===== src/rtl/rst_edge_pkg.sv =====
package rst_edge_pkg;
  localparam int unsigned DATA_W      = 32;
  localparam int unsigned IDX_CORE    = 0;
  localparam int unsigned IDX_DMA     = 1;
  localparam int unsigned IDX_TIMER   = 2;
  localparam int unsigned IDX_PWRDOM  = 3;
  localparam int unsigned IDX_DEBUG   = 4;
  localparam int unsigned IDX_MODE    = 5;
  localparam int unsigned IDX_PERIPH0 = 6;

  typedef enum logic [1:0] {
    REQ_IDLE = 2'd0,
    REQ_OFF  = 2'd1,
    REQ_ON   = 2'd2
  } core_req_e;

  function automatic logic [DATA_W-1:0] reg_mask(int unsigned idx, int unsigned n_regs);
    if (idx >= n_regs) return '0;
    case (idx)
      IDX_CORE:   return 32'h17;
      IDX_DMA:    return 32'h1;
      IDX_TIMER:  return 32'hF;
      IDX_PWRDOM: return 32'h3;
      IDX_DEBUG:  return 32'h33;
      IDX_MODE:   return 32'h07;
      default:    return 32'h1;
    endcase
  endfunction

  function automatic logic [DATA_W-1:0] reg_init(int unsigned idx, int unsigned n_regs);
    if (idx >= n_regs) return '0;
    case (idx)
      IDX_CORE:   return 32'h17;
      IDX_DMA:    return 32'h1;
      IDX_TIMER:  return 32'hF;
      IDX_PWRDOM: return 32'h3;
      IDX_DEBUG:  return 32'h33;
      IDX_MODE:   return 32'h1;
      default:    return 32'h1;
    endcase
  endfunction
endpackage


===== src/rtl/rst_edge_regs.sv =====
module rst_edge_regs
  import rst_edge_pkg::*;
#(
  parameter int unsigned N_PERIPH = 6,
  parameter int unsigned N_CORE   = 2,
  parameter int unsigned ADDR_W   = 5
) (
  input  logic                clk_i,
  input  logic                rst_ni,
  input  logic                we_i,
  input  logic [ADDR_W-1:0]   addr_i,
  input  logic [DATA_W-1:0]   wdata_i,
  output logic [DATA_W-1:0]   rdata_o,
  output logic [N_CORE-1:0]   core_rise_o,
  output logic [N_CORE-1:0]   core_fall_o,
  output logic                dma_chg_o,
  output logic [N_PERIPH-1:0] periph_chg_o
);
  localparam int unsigned N_REGS = IDX_PERIPH0 + N_PERIPH;

  logic [N_REGS-1:0]             hit;
  logic [N_REGS-1:0][DATA_W-1:0] rd_part;

  for (genvar r = 0; r < N_REGS; r++) begin : g_reg
    localparam logic [DATA_W-1:0] MASK = reg_mask(r, N_REGS);
    localparam logic [DATA_W-1:0] INIT = reg_init(r, N_REGS);
    logic [DATA_W-1:0] q;

    assign hit[r] = we_i && (addr_i == ADDR_W'(r));

    always_ff @(posedge clk_i or negedge rst_ni) begin
      if (!rst_ni)     q <= INIT;
      else if (hit[r]) q <= wdata_i & MASK;
    end

    assign rd_part[r] = (addr_i == ADDR_W'(r)) ? q : '0;

    // edge detect against the stored value, before the write lands
    if (r == IDX_CORE) begin : g_core
      assign core_rise_o = {N_CORE{hit[r]}} & ~q[N_CORE-1:0] &  wdata_i[N_CORE-1:0];
      assign core_fall_o = {N_CORE{hit[r]}} &  q[N_CORE-1:0] & ~wdata_i[N_CORE-1:0];
    end else if (r == IDX_DMA) begin : g_dma
      assign dma_chg_o = hit[r] && (q[0] != wdata_i[0]);
    end else if (r >= IDX_PERIPH0) begin : g_per
      assign periph_chg_o[r-IDX_PERIPH0] = hit[r] && (q[0] != wdata_i[0]);
    end
  end

  always_comb begin
    rdata_o = '0;
    for (int r = 0; r < N_REGS; r++) rdata_o |= rd_part[r];
  end
endmodule


===== src/rtl/rst_edge_pulse.sv =====
module rst_edge_pulse #(
  parameter int unsigned          N_PERIPH   = 6,
  parameter int unsigned          N_DMA      = 8,
  parameter logic [N_PERIPH-1:0]  PERIPH_TGT = '1
) (
  input  logic                clk_i,
  input  logic                rst_ni,
  input  logic                dma_chg_i,
  input  logic [N_PERIPH-1:0] periph_chg_i,
  output logic [N_PERIPH-1:0] periph_rst_o,
  output logic [N_DMA-1:0]    dma_rst_o
);
  for (genvar i = 0; i < N_PERIPH; i++) begin : g_per
    if (PERIPH_TGT[i]) begin : g_tgt
      always_ff @(posedge clk_i or negedge rst_ni) begin
        if (!rst_ni) periph_rst_o[i] <= 1'b0;
        else         periph_rst_o[i] <= periph_chg_i[i];
      end
    end else begin : g_none
      logic unused_chg;
      assign unused_chg      = periph_chg_i[i];
      assign periph_rst_o[i] = 1'b0;
    end
  end

  always_ff @(posedge clk_i or negedge rst_ni) begin
    if (!rst_ni) dma_rst_o <= '0;
    else         dma_rst_o <= {N_DMA{dma_chg_i}};
  end
endmodule


===== src/rtl/rst_edge_core_req.sv =====
module rst_edge_core_req
  import rst_edge_pkg::*;
#(
  parameter int unsigned N_CORE = 2
) (
  input  logic              clk_i,
  input  logic              rst_ni,
  input  logic [N_CORE-1:0] rise_i,
  input  logic [N_CORE-1:0] fall_i,
  input  logic [N_CORE-1:0] ack_i,
  output logic [N_CORE-1:0] off_req_o,
  output logic [N_CORE-1:0] on_req_o
);
  for (genvar c = 0; c < N_CORE; c++) begin : g_core
    core_req_e st_q, st_d;

    always_comb begin
      st_d = st_q;
      if (rise_i[c])      st_d = REQ_OFF;   // new edge wins over ack
      else if (fall_i[c]) st_d = REQ_ON;
      else if (ack_i[c])  st_d = REQ_IDLE;
    end

    always_ff @(posedge clk_i or negedge rst_ni) begin
      if (!rst_ni) st_q <= REQ_IDLE;
      else         st_q <= st_d;
    end

    assign off_req_o[c] = (st_q == REQ_OFF);
    assign on_req_o[c]  = (st_q == REQ_ON);
  end
endmodule


===== src/rtl/rst_edge_bank.sv =====
module rst_edge_bank
  import rst_edge_pkg::*;
#(
  parameter int unsigned         N_PERIPH   = 6,
  parameter int unsigned         N_DMA      = 8,
  parameter int unsigned         N_CORE     = 2,
  parameter int unsigned         ADDR_W     = 5,
  parameter logic [N_PERIPH-1:0] PERIPH_TGT = 6'b011111
) (
  input  logic                clk_i,
  input  logic                rst_ni,
  input  logic                we_i,
  input  logic [ADDR_W-1:0]   addr_i,
  input  logic [31:0]         wdata_i,
  output logic [31:0]         rdata_o,
  output logic [N_PERIPH-1:0] periph_rst_o,
  output logic [N_DMA-1:0]    dma_rst_o,
  output logic [N_CORE-1:0]   core_off_req_o,
  output logic [N_CORE-1:0]   core_on_req_o,
  input  logic [N_CORE-1:0]   core_ack_i
);
  localparam int unsigned N_REGS = IDX_PERIPH0 + N_PERIPH;

  initial begin
    if (N_CORE < 1 || N_CORE > 3) $error("N_CORE must be 1..3");
    if (N_REGS > (1 << ADDR_W))  $error("ADDR_W too small for register count");
  end

  logic [N_CORE-1:0]   core_rise, core_fall;
  logic                dma_chg;
  logic [N_PERIPH-1:0] periph_chg;

  rst_edge_regs #(
    .N_PERIPH (N_PERIPH),
    .N_CORE   (N_CORE),
    .ADDR_W   (ADDR_W)
  ) u_regs (
    .clk_i        (clk_i),
    .rst_ni       (rst_ni),
    .we_i         (we_i),
    .addr_i       (addr_i),
    .wdata_i      (wdata_i),
    .rdata_o      (rdata_o),
    .core_rise_o  (core_rise),
    .core_fall_o  (core_fall),
    .dma_chg_o    (dma_chg),
    .periph_chg_o (periph_chg)
  );

  rst_edge_pulse #(
    .N_PERIPH   (N_PERIPH),
    .N_DMA      (N_DMA),
    .PERIPH_TGT (PERIPH_TGT)
  ) u_pulse (
    .clk_i        (clk_i),
    .rst_ni       (rst_ni),
    .dma_chg_i    (dma_chg),
    .periph_chg_i (periph_chg),
    .periph_rst_o (periph_rst_o),
    .dma_rst_o    (dma_rst_o)
  );

  rst_edge_core_req #(
    .N_CORE (N_CORE)
  ) u_core (
    .clk_i     (clk_i),
    .rst_ni    (rst_ni),
    .rise_i    (core_rise),
    .fall_i    (core_fall),
    .ack_i     (core_ack_i),
    .off_req_o (core_off_req_o),
    .on_req_o  (core_on_req_o)
  );
endmodule


===== config.mk =====
export PLATFORM = sky130hd
export DESIGN_NAME = rst_edge_bank
export DESIGN_NICKNAME = d
export VERILOG_FILES = /design/src/rtl/rst_edge_pkg.sv /design/src/rtl/rst_edge_regs.sv /design/src/rtl/rst_edge_pulse.sv /design/src/rtl/rst_edge_core_req.sv /design/src/rtl/rst_edge_bank.sv
export SDC_FILE = /design/constraint.sdc
export NUM_CORES = 1
export LEC_CHECK = 0
export BUFFER_PORTS_ARGS = -buffer_cell sky130_fd_sc_hd__buf_4
export CAP_MARGIN = 20
export CORE_AREA = 2 2 74 76
export DETAILED_ROUTE_END_ITERATION = 8
export DIE_AREA = 0 0 76 78
export GPL_TIMING_DRIVEN = 0
export PLACE_DENSITY = 0.69
export SLEW_MARGIN = 20
export SYNTH_ARGS = -nofsm -noshare
export SYNTH_HDL_FRONTEND = slang
export SYNTH_SLANG_ARGS = --single-unit

===== constraint.sdc =====
create_clock -name clk_i -period 5.2 [get_ports clk_i]
set_input_delay 1.56 -clock clk_i [delete_from_list [all_inputs] [get_ports clk_i]]
set_output_delay 1.56 -clock clk_i [all_outputs]
set_load 0.005 [all_outputs]

==> results.md <==
* Status: completed
* Final Skew at approximately 0.0030 ns
* CP Launch Point: addr_i[1]
* Clk sinks at 34
* CP cell instances: buf_4 > buf_2 > and2b_1 > nand3b_1 > a311oi_1 > a2111o_1 > buf_4
* Max IR drop VDD at 0.1582 mV
* Switching power at ~0.17 mW
* Leakage at between 1 and 1.5 nW
* Post-synth EDFFs at 0
* Nets at 303
* Comb power frac at 0.172
* Dominant cell type by area after synthesis: dfstp_2
* RSZ-0062 raised after global routing: false
* GR Overflow Total at 0
* Largest net degree at the start of global routing at 35
* Fin. Hold Viols at 0
* Layout cells sized above 1 at 0.4771
* Port bufs at 36
* Fin area at 0.002570 sq mm
* Setup violations, final at 0
* Worst R2R End: u_pulse.periph_rst_o[1]
* Vias at about 1.5k
* # rows at 26
* Commonest non-fill, non-tap cell in the layout: buf_4
* Worst setup endpoint: rdata_o[0]
* Worst-margin pin slew at ~0.66 ns
* Area contributors post-synth: dfstp_2, dfrtp_1, buf_4, mux2_2, mux2_1
* Area of the core at 0.005042 sq mm
* First-pass GRT wire length at 6699 um
* Yosys cell types at 43
* Async S/R FF share, synth at 1.000
* FF-to-FF Start: u_regs.g_reg[7].q[0]
* Crit path top cell by count: buf_4
* Final Util at 0.5097
* GRT Total Usage at 0.1426
* Initial Util at 0.3975
* Shortest period the worst path allows at ~4.4 ns
* CP Depth at 7
* CP Data Arrival Time at 2.88 ns
* DIE WIDTH at 76 um
* Drt total wl at 4062 um
* Synthesized area at about 0.002 sq mm
* Startpoint Class: input pin
* Syn avg cell area at 10.44 sq um
* Total power at 0.6984 mW
* Max-slew violation count at 0
* Die Height at 78 um
* Syn Inst Count at 192
* CTS Buf Count at 5
* Tcrit/Tclk final at 0.8543
* Buf+Inv Stages, Crit Path at 3
* Vias in the first global route at 1346
* Sequential fraction of design power at 0.499
* # Post-CTS Setup Buffers at 0
* # fillers at 481
* CP delay by family, top: compound AO/OA/AOI/OAI gates
* CTS Root Cell: clkbuf_8
* CP Data Required Time at 3.64 ns
* CP endpoint kind: output port
* DP Area at 0.002460 sq mm
* Sw Ratio at 0.2436
* Area grow syn2layout at 28.21%
* Seq/Total Area, Yosys at 0.4382
* Worst Setup Path Type: in -> out
* TritonCTS clock tree: done
* Worst-skew pair later-pin latency at 0.29 ns
* Top FF cell, synth: dfstp_2
* IO Count at 92
* Post-DR wirelength/cell at 12.23 um
* P_int at ~0.53 mW
* Avg Vias per Cell at ~4.5
* Synth top area share at 0.2884
* Iter 0 DRT Violations at 16
* PostCTS Resize Cnt at 0
* Pwr/cell area at 271.7 mW/mm^2
* # DRC at 0
* Yosys warnings at 0
* Slew HR at 0.5618
* Critical-path maximum fanout at 10
* 1st-pass router iterations at 4
* Fmax at about 230 MHz
* Post-CTS Hold Buffers at 0
* CTS max path bufs at 2
* Detailed Place HPWL at between 3000 and 4000 um
* CTS H-tree lvls at 2
* Max stage delay on crit path at 0.41 ns
* Commonest non-fill, non-tap cells in the layout: buf_4, conb_1, dfstp_2
* Clock network fraction of total power at 0.329
* Flops & latches, synth at 34
* Max cap viols at 0
* Setup TNS Final at 0 ns
* Die area at 0.005928 sq mm
* Detail Route Antenna Nets at 0
* Hold crit path type: reg -> reg
* GP Congestion at approximately 0.80
* Slowest stage cell on the critical path: a2111o_1
* N_diodes at 0
* R2R Setup Slk at 4.34 ns
* Clk slew on worst S/H paths at 0.07 ns
* R2R cell count at 2
* Initial antenna violation count at 0
[worst register-to-register path: stages, from the launching register on]
cell	delay, ns
dfstp_2	0.54
xnor2_1	0.06
nor3_1	0.16
[power by group through the flow]
stage	combinational, mW	clock, mW	sequential, mW
floorplan	0.0894	0	0.346
global placement	0.119	0	0.351
finish	0.120	0.229	0.349
detailed placement	0.120	0	0.354
CTS	0.121	0.235	0.349
global route	0.133	0.249	0.354
[state kept, by name, indices dropped and copies added, names as in the netlist]
signal,cells
u_pulse.dma_rst_o,1
u_pulse.periph_rst_o,5
u_core.g_core.st_q,4
u_regs.g.q,24
[layer usage]
layer / routed length (um) / up-vias / global-route usage
met5: 0 / - / 0
met4: 44 / 0 / 0.03818
met3: 332 / 7 / 0.04651
met2: 1864 / 58 / 0.2366
met1: 1821 / 704 / 0.1798
li1: - / 731 / -
[cells in the mapped netlist (2+ instances only)]
| master | number |
|---|---|
| nor2_2 | 2 |
| o21bai_1 | 2 |
| nand3b_1 | 3 |
| mux2_1 | 8 |
| nor2_1 | 10 |
| nand3_1 | 7 |
| mux2_2 | 14 |
| a21oi_1 | 3 |
| o21ai_0 | 2 |
| o21a_1 | 2 |
| buf_2 | 2 |
| nor2b_1 | 4 |
| dfstp_2 | 22 |
| dfrtp_1 | 12 |
| mux2i_1 | 3 |
| nand2_1 | 20 |
| buf_4 | 35 |
| xnor2_1 | 6 |
| a22oi_1 | 2 |
| and3_1 | 6 |
| nand2b_1 | 4 |
| clkbuf_1 | 2 |
[metrics by stage]
| stage | std cells | hold WS, ns | setup WS [ns] |
|---|---|---|---|
| 6_report | 332 | 0.4624 | 0.7579 |
| 5_1_grt | 332 | 0.4751 | 0.7145 |
| 4_1_cts | 332 | 0.4657 | 0.7683 |
| 3_5_place_dp | 324 | 0.4537 | 0.7750 |
| 3_3_place_gp | 324 | 0.4479 | 0.7807 |
| 2_1_floorplan | 218 | 0.4388 | 1.084 |
[how the worst min path moves through the flow]
stage                         start                   end  slack [ns]  cells after the start
6_report       u_regs.g_reg[0].q[4]  u_regs.g_reg[0].q[4]        0.46                      2
4_1_cts        u_regs.g_reg[0].q[4]  u_regs.g_reg[0].q[4]        0.47                      2
2_1_floorplan  u_regs.g_reg[0].q[2]  u_regs.g_reg[0].q[2]        0.44                      2
5_1_grt        u_regs.g_reg[0].q[2]  u_regs.g_reg[0].q[2]        0.48                      2
3_3_place_gp   u_regs.g_reg[0].q[4]  u_regs.g_reg[0].q[4]        0.45                      2
3_5_place_dp   u_regs.g_reg[0].q[4]  u_regs.g_reg[0].q[4]        0.45                      2
[kinds of logic after synthesis]
family / count (synthesis) / synth area share
buf+inv: 41 / 0.1473
xor+xnor: 6 / 0.02622
simple gates: 65 / 0.1735
mux: 26 / 0.1461
flops: 34 / 0.4382
other cells: 1 / 0.001871
compound gates: 19 / 0.06679
[cell type report]
type	instances	area, sq um	share of cell area
clock buffer	8	110.1	0.04284
multi-input combinational	143	928.4	0.3612
buffer	41	295.3	0.1149
timing repair buffer	36	270.3	0.1052
tap	70	87.58	0.03408
sequential	34	878.3	0.3418
Power figures use the tool's default switching activity.
